--- src/rtl/bfly_pkg.sv ---
package bfly_pkg;

    localparam int DEF_SAMPLE_W = 8;
    localparam int DEF_GROUP_N  = 8;

    // bits needed to address n slots (at least one)
    function automatic int idx_bits(input int n);
        return (n <= 2) ? 1 : $clog2(n);
    endfunction

endpackage

--- src/rtl/bfly_capture.sv ---
module bfly_capture #(
    parameter int SAMPLE_W = 8,
    parameter int GROUP_N  = 8,
    parameter int IDX_W    = 3
) (
    input  logic                               clk,
    input  logic                               rst_n,
    input  logic                               in_valid,
    input  logic [SAMPLE_W-1:0]                in_sample,
    output logic [GROUP_N-1:0][SAMPLE_W-1:0]   grp_vec,
    output logic                               grp_done
);

    localparam logic [IDX_W-1:0] LAST_SLOT = IDX_W'(GROUP_N - 1);

    typedef struct packed {
        logic [IDX_W-1:0]                     ptr;
        logic [GROUP_N-1:0][SAMPLE_W-1:0]     bank;
    } cap_t;

    cap_t st_d, st_q;

    always_comb begin
        st_d     = st_q;
        grp_done = 1'b0;
        if (in_valid) begin
            st_d.bank[st_q.ptr] = in_sample;
            if (st_q.ptr == LAST_SLOT) begin
                st_d.ptr = '0;
                grp_done = 1'b1;
            end else begin
                st_d.ptr = st_q.ptr + 1'b1;
            end
        end
        // the group seen by the adders includes the sample arriving now
        grp_vec = st_d.bank;
    end

    always_ff @(posedge clk) begin
        if (!rst_n) begin
            st_q <= '0;
        end else begin
            st_q <= st_d;
        end
    end

endmodule

--- src/rtl/bfly_fold.sv ---
module bfly_fold #(
    parameter int SAMPLE_W = 8,
    parameter int GROUP_N  = 8
) (
    input  logic [GROUP_N-1:0][SAMPLE_W-1:0]   x_in,
    output logic [GROUP_N-1:0][SAMPLE_W:0]     y_out
);

    localparam int HALF = GROUP_N / 2;

    for (genvar k = 0; k < HALF; k++) begin : g_pair
        logic [SAMPLE_W:0] lo_ext;
        logic [SAMPLE_W:0] hi_ext;

        assign lo_ext = {x_in[k][SAMPLE_W-1], x_in[k]};
        assign hi_ext = {x_in[GROUP_N-1-k][SAMPLE_W-1], x_in[GROUP_N-1-k]};

        assign y_out[k]        = lo_ext + hi_ext;
        assign y_out[HALF + k] = lo_ext - hi_ext;
    end

endmodule

--- src/rtl/bfly_emit.sv ---
module bfly_emit #(
    parameter int ELEM_W  = 9,
    parameter int GROUP_N = 8,
    parameter int IDX_W   = 3
) (
    input  logic                             clk,
    input  logic                             rst_n,
    input  logic                             load,
    input  logic [GROUP_N-1:0][ELEM_W-1:0]   load_vec,
    output logic                             out_valid,
    output logic [ELEM_W-1:0]                out_elem,
    output logic [IDX_W-1:0]                 out_idx
);

    localparam logic [IDX_W-1:0] LAST_POS = IDX_W'(GROUP_N - 1);

    typedef struct packed {
        logic                              busy;
        logic [IDX_W-1:0]                  pos;
        logic [GROUP_N-1:0][ELEM_W-1:0]    bank;
    } emit_t;

    emit_t st_d, st_q;

    always_comb begin
        st_d = st_q;
        if (load) begin
            st_d.bank = load_vec;
            st_d.pos  = '0;
            st_d.busy = 1'b1;
        end else if (st_q.busy) begin
            if (st_q.pos == LAST_POS) begin
                st_d.pos  = '0;
                st_d.busy = 1'b0;
            end else begin
                st_d.pos = st_q.pos + 1'b1;
            end
        end
    end

    always_ff @(posedge clk) begin
        if (!rst_n) begin
            st_q <= '0;
        end else begin
            st_q <= st_d;
        end
    end

    assign out_valid = st_q.busy;
    assign out_idx   = st_q.pos;
    assign out_elem  = st_q.bank[st_q.pos];

endmodule

--- src/rtl/bfly_vecgen.sv ---
module bfly_vecgen #(
    parameter int SAMPLE_W = bfly_pkg::DEF_SAMPLE_W,
    parameter int GROUP_N  = bfly_pkg::DEF_GROUP_N
) (
    input  logic                 clk,
    input  logic                 rst_n,
    input  logic                 in_valid,
    input  logic [SAMPLE_W-1:0]  in_sample,
    output logic                 out_valid,
    output logic [SAMPLE_W:0]    out_elem,
    output logic [bfly_pkg::idx_bits(GROUP_N)-1:0] out_idx
);

    localparam int ELEM_W = SAMPLE_W + 1;
    localparam int IDX_W  = bfly_pkg::idx_bits(GROUP_N);

    logic [GROUP_N-1:0][SAMPLE_W-1:0] grp_vec;
    logic [GROUP_N-1:0][ELEM_W-1:0]   fold_vec;
    logic                             grp_done;

    bfly_capture #(
        .SAMPLE_W (SAMPLE_W),
        .GROUP_N  (GROUP_N),
        .IDX_W    (IDX_W)
    ) u_capture (
        .clk       (clk),
        .rst_n     (rst_n),
        .in_valid  (in_valid),
        .in_sample (in_sample),
        .grp_vec   (grp_vec),
        .grp_done  (grp_done)
    );

    bfly_fold #(
        .SAMPLE_W (SAMPLE_W),
        .GROUP_N  (GROUP_N)
    ) u_fold (
        .x_in  (grp_vec),
        .y_out (fold_vec)
    );

    bfly_emit #(
        .ELEM_W  (ELEM_W),
        .GROUP_N (GROUP_N),
        .IDX_W   (IDX_W)
    ) u_emit (
        .clk       (clk),
        .rst_n     (rst_n),
        .load      (grp_done),
        .load_vec  (fold_vec),
        .out_valid (out_valid),
        .out_elem  (out_elem),
        .out_idx   (out_idx)
    );

endmodule

--- config.mk ---
export PLATFORM = sky130hd
export DESIGN_NAME = bfly_vecgen
export DESIGN_NICKNAME = d
export VERILOG_FILES = /design/src/rtl/bfly_pkg.sv /design/src/rtl/bfly_capture.sv /design/src/rtl/bfly_fold.sv /design/src/rtl/bfly_emit.sv /design/src/rtl/bfly_vecgen.sv
export SDC_FILE = /design/constraint.sdc
export NUM_CORES = 1
export LEC_CHECK = 0
export ABC_AREA = 1
export BUFFER_PORTS_ARGS = -buffer_cell sky130_fd_sc_hd__buf_4
export CAP_MARGIN = 30
export CORE_AREA = 2 2 124 126
export CTS_CLUSTER_DIAMETER = 40
export DETAILED_ROUTE_END_ITERATION = 8
export DIE_AREA = 0 0 126 128
export PLACE_DENSITY_LB_ADDON = 0.25
export SKIP_LAST_GASP = 1
export SYNTH_ARGS = -nofsm -noshare
export SYNTH_HDL_FRONTEND = slang
export SYNTH_SLANG_ARGS = --single-unit
--- constraint.sdc ---
create_clock -name clk -period 2.8 [get_ports clk]
set_input_delay 0.56 -clock clk [delete_from_list [all_inputs] [get_ports clk]]
set_output_delay 0.56 -clock clk [all_outputs]
set_load 0.02 [all_outputs]
# ---- After elaboration in Yosys (flattened, before gate mapping)
# Cells that the tools add are included.
dict set report word_totals {
  ff_bits 143
  input_bits 11
  out_inout_bits 13
  word_cells 50
}
dict set report classes {
  n_addsub 10
  n_lt_le_gt_ge 3
  n_eq_ne 2
  mux 13
  n_bitwise 1
  n_reduce_logical 2
}
# op count
set op_table {}
lappend op_table {{bitwise mux 64 bit} 1}
lappend op_table {{2-to-1 mux 64 bit} 1}
lappend op_table {{adder 8 x 8 -> 9 bit} 4}
lappend op_table {{subtractor 8 x 8 -> 9 bit} 4}
lappend op_table {{binary-select mux 9 bit (select 3 bit)} 1}
lappend op_table {{demux 8 bit (select 3 bit)} 1}
lappend op_table {{2-to-1 mux 9 bit} 1}
lappend op_table {{< comparator 3 x 4 -> 1 bit (second input constant)} 2}
lappend op_table {{2-to-1 mux 4 bit} 2}
lappend op_table {{2-to-1 mux 8 bit} 1}
lappend op_table {{adder 3 x 1 -> 3 bit (second input constant)} 2}
lappend op_table {{== test 3 bit (second input constant)} 2}
lappend op_table {{2-to-1 mux 3 bit} 2}
lappend op_table {{greater-or-equal comparator 3 x 1 -> 1 bit (second input constant)} 1}
lappend op_table {{2-to-1 mux 1 bit} 3}
lappend op_table {{OR reduction 2 bit} 1}
lappend op_table {{logical AND 1 bit} 1}
lappend op_table {{NOT 1 bit} 1}

# ---- Logic depth before layout (Yosys ltp)
dict set report logic_depth {
  depth_word 7
  depth_mapped 20
  mapped_depth_nobuf 19
}

# ---- Modules after synthesis
# A second synthesis with hierarchy kept.
dict set report unflattened {
  cells_unflattened 1610
  area_unflattened_um2 9910.8
}
# mod instances cells_per_inst area_per_inst_um2
set by_module_without_submodules {}
lappend by_module_without_submodules {bfly_emit 1 502 3437.0}
lappend by_module_without_submodules {bfly_fold 1 600 3310.7}
lappend by_module_without_submodules {bfly_capture 1 508 3163.0}

# ---- Least setup slack after synthesis
# No wires, ideal clock.
dict set report synth_path {
  path_kind {input port to flip-flop}
  start {input in_valid}
  end {register u_emit.st_q[32] (netlist bit)}
  setup_time_ns 0.117
  arrival_ns 2.669
  required_time_ns 2.683
  path_slack_ns 0.014
  cell_stages 16
  n_path_buf 1
  cell_sequence {inv_2 > nor2_4 > nand2_2 > clkbuf_1 > o21ai_0 > inv_1 > ha_1 > inv_1 > o31ai_1 > nand3_1 > nand2_1 > nand2_1 > nand2_1 > nand2_1 > nand2_1 > o21ai_1}
}
# item line_no
set synth_rtl {}
lappend synth_rtl {{from (decl)} bfly_vecgen.sv:7} ;# input logic in_valid,
lappend synth_rtl {{to (signal assigned)} bfly_emit.sv:45} ;# st_q <= st_d;
lappend synth_rtl {{to (decl)} bfly_emit.sv:23} ;# emit_t st_d, st_q;

# ---- Final worst setup path
dict set report layout_path {
  start {register u_emit.st_q, in the netlist u_emit.out_idx[0]}
  end {output out_elem[3]}
}
dict set report layout_via {
  elab_chain_len 2
}
# item line_no
set layout_lines {}
lappend layout_lines {{binary-select mux 9 bit (select 3 bit)} bfly_emit.sv:51} ;# assign out_elem = st_q.bank[st_q.pos];
lappend layout_lines {{2-to-1 mux 9 bit (implied by the code)} bfly_emit.sv:51}
lappend layout_lines {{to (decl)} bfly_vecgen.sv:10} ;# output logic [SAMPLE_W:0] out_elem,
# Every way passes these cells. The select of a mux whose other input is x is not followed.

==> impl_metrics.toml <==
[die]
core_mm2 = 0.01486
initial_core_util_pct = 55.55
io_pins = 24
die_y_um = 128
dieArea_mm2 = 0.01613
die_w_um = 126
fp-row-count = 45

[timing]
clock_skew_ns = 0.007223
worst_pin_slew_ns = 0.8025
drv_slew = 0
grt_setup_unrepaired = "yes"
timing.final.crit_share_pct = 96.70
max_slew_margin_pct = 46.44
hold_viol = 0
setup_violations = 0
timing.fmax_mhz = 369.3
period_minus_slack_ns = 2.708

[hold_path]
hold_depth = 3
min_path_type = "input pin to flop"
hp-start = "rst_n"

[route]
post_drt_wl_per_cell_um = 15.39
ant_nets = 0
viasPerCell = 5.344
routed_wl_um = 24520
drc_errors = 0
drt_iter0_drc = 945
first_pass_iters = 6
vias = 8513

[clock_tree]
htreeDepth = 4
cts_max_path_buffers = 2
cts_tree = "done"
clk_latency_ns = 0.43
cts.sinks = 139
root_buffer = "clkbuf_16"
cts_buffers = 17
path_clk_slew_ns = 0.06

[yosys]
ys_seq_area_share_pct = 33.70
synth-seq-cells = 139
synth_area_leaders = "dfxtp_1 34%, nand2_1 12%, ha_1 9.5%"
ys.flop_type = "dfxtp_1"
synth_common_cells = "267 x nand2_1, 191 x inv_1, 140 x o21ai_0"
synth_area_mm2 = 0.008257
synth_cell_type_count = 38
synth_nets = 1301
synth_cells = 1219
yosysTopAreaCell = "dfxtp_1"
synth_top_area_share_pct = 33.70
synth_edf_count = 0
avgSynthCellArea_um2 = 6.773
yosysWarningCount = 0
async_flop_share_pct = 0
yosysMostFrequentCell = "nand2_1"

[global_routing]
grt_usage_pct = 30.64
grt_pass1_vias = 7775
grt_antenna_before_repair = 0
grt_max_degree = 66
grt_pass1_wl_um = 39050
grt-ovfl-total = 0

[critical_path]
required_ns = 2.24
worstRegToRegCells = 14
worst-path-max-fanout = 39
critPathCaptureType = "output port"
r2r_start = "u_capture.st_q[66]"
cp_data_arrival_time_ns = 2.15
setup.worst_path.class = "flop to output port"
crit_start = "u_emit.out_idx[0]"
start_kind = "flop"

[job]
cap_violations = 0

[layout]
utilization_pct = 71.09
finalInstanceArea_mm2 = 0.01057
regArea_mm2 = 0.002791
area_growth_pct = 27.99
n_antenna_cell = 0
drive_gt1_share_pct = 21.35
nFillCells = 1185
multi_input_comb_area_mm2 = 0.004668
fin_nets = 1474

[placed_design]
gp_congestion = 0.8834
placed_area_mm2 = 0.009792
io_buffers = 23
hpwl_um = 17840

[power]
peakVddDrop_uv = 409.0
p_per_area_mw_per_mm2 = 546.4
p_leak_nw = 5.445

[status]
status = "complete, no violations"
-- worst max-delay path, stage by stage, from the launching register on --
cell,delay (ns)
dfxtp_1,0.32
buf_4,0.20
inv_1,0.05
buf_4,0.24
a21oi_1,0.19
o21ai_0,0.11
nand2_1,0.07
nor2_1,0.04
a31oi_1,0.27
buf_4,0.21
-- cell usage in the layout (no fill, tap or decap), drive strengths merged, types with 3 or more instances in the layout --
master,instances
nand2,281
buf,196
inv,196
o21ai,156
nor2,141
dfxtp,139
ha,63
a21oi,56
nand3,43
clkbuf,22
or2,17
o22ai,15
a31oi,11
nand4,8
fa,8
xor2,7
a22o,6
nor3,5
bufinv,5
a21o,4
a211oi,4
nor4,4
a221oi,3
and2,3
clkinv,3
o31ai,3
-- final timing paths --
path                      to  slack, ns
min          u_emit.st_q[35]       0.45
max              out_elem[3]       0.09
min reg2reg  u_emit.st_q[61]       0.45
max reg2reg  u_emit.st_q[60]       0.13
-- power breakdown --
group	leakage [nW]	internal [mW]	switching [mW]	total, mW
Clock	0.327	1.68	0.881	2.56
Sequential	1.13	2.02	0.0178	2.04
Combinational	3.99	0.501	0.676	1.18
Total	5.45	4.20	1.58	5.77
-- stage by stage --
stage	power (mW)	cells	hold slack, ns	setup TNS (ns)	setup slack (ns)
floorplan	2.695	1219	0.4205	0	0.01405
global placement	3.176	1561	0.4325	-1.039	-0.1215
detailed placement	3.193	1561	0.4368	-1.947	-0.2065
CTS	5.740	1593	0.4162	0	0.04725
global route	5.990	1593	0.4630	-0.2542	-0.06314
finish	5.774	1593	0.4502	0	0.09249
-- cell type report --
| cell class | instances | share of cell area (%) |
|---|---|---|
| multi-input combinational | 843 | 44.17 |
| sequential | 139 | 26.41 |
| timing repair buffer | 196 | 13.92 |
| inverter | 195 | 6.926 |
| clock buffer | 22 | 4.582 |
| tap | 188 | 2.226 |
| clock inverter | 10 | 1.752 |
-- state kept, by name (all words and copies together) (netlist names) --
signal / count
u_capture.st_q: 67
u_emit.st_q: 68
u_emit.out_valid: 1
u_emit.out_idx: 3
-- metal layers --
layer | GRT usage, % | routed length [um] | up-vias
met5 | 0 | 0 | -
met4 | 10.92 | 689 | 0
met3 | 4.967 | 1838 | 57
met2 | 47.12 | 10700 | 329
met1 | 43.64 | 11290 | 3894
li1 | - | - | 4233
-- what timing repair did --
| action | CTS | global route |
|---|---|---|
| resized for setup | 1 | 47 |
| pin swaps | 0 | 1 |
| setup buffers | 0 | 0 |
| gates cloned | 0 | 0 |
| setup endpoints to repair | 2 | 32 |
| hold buffers | 0 | 0 |
| hold endpoints to repair | 0 | 0 |
-- cells by family (layout without fill, tap and decap cells) --
| kind of cell | Yosys count | in the layout | share of synthesized area, % |
|---|---|---|---|
| simple gates | 503 | 503 | 25.64 |
| fa+ha+maj | 71 | 71 | 11.49 |
| buf+inv | 237 | 423 | 11.06 |
| flops | 139 | 139 | 33.70 |
| compound gates | 262 | 262 | 17.37 |
| xor+xnor | 7 | 7 | 0.7426 |
Note: power is estimated with default switching activity, not from simulation.
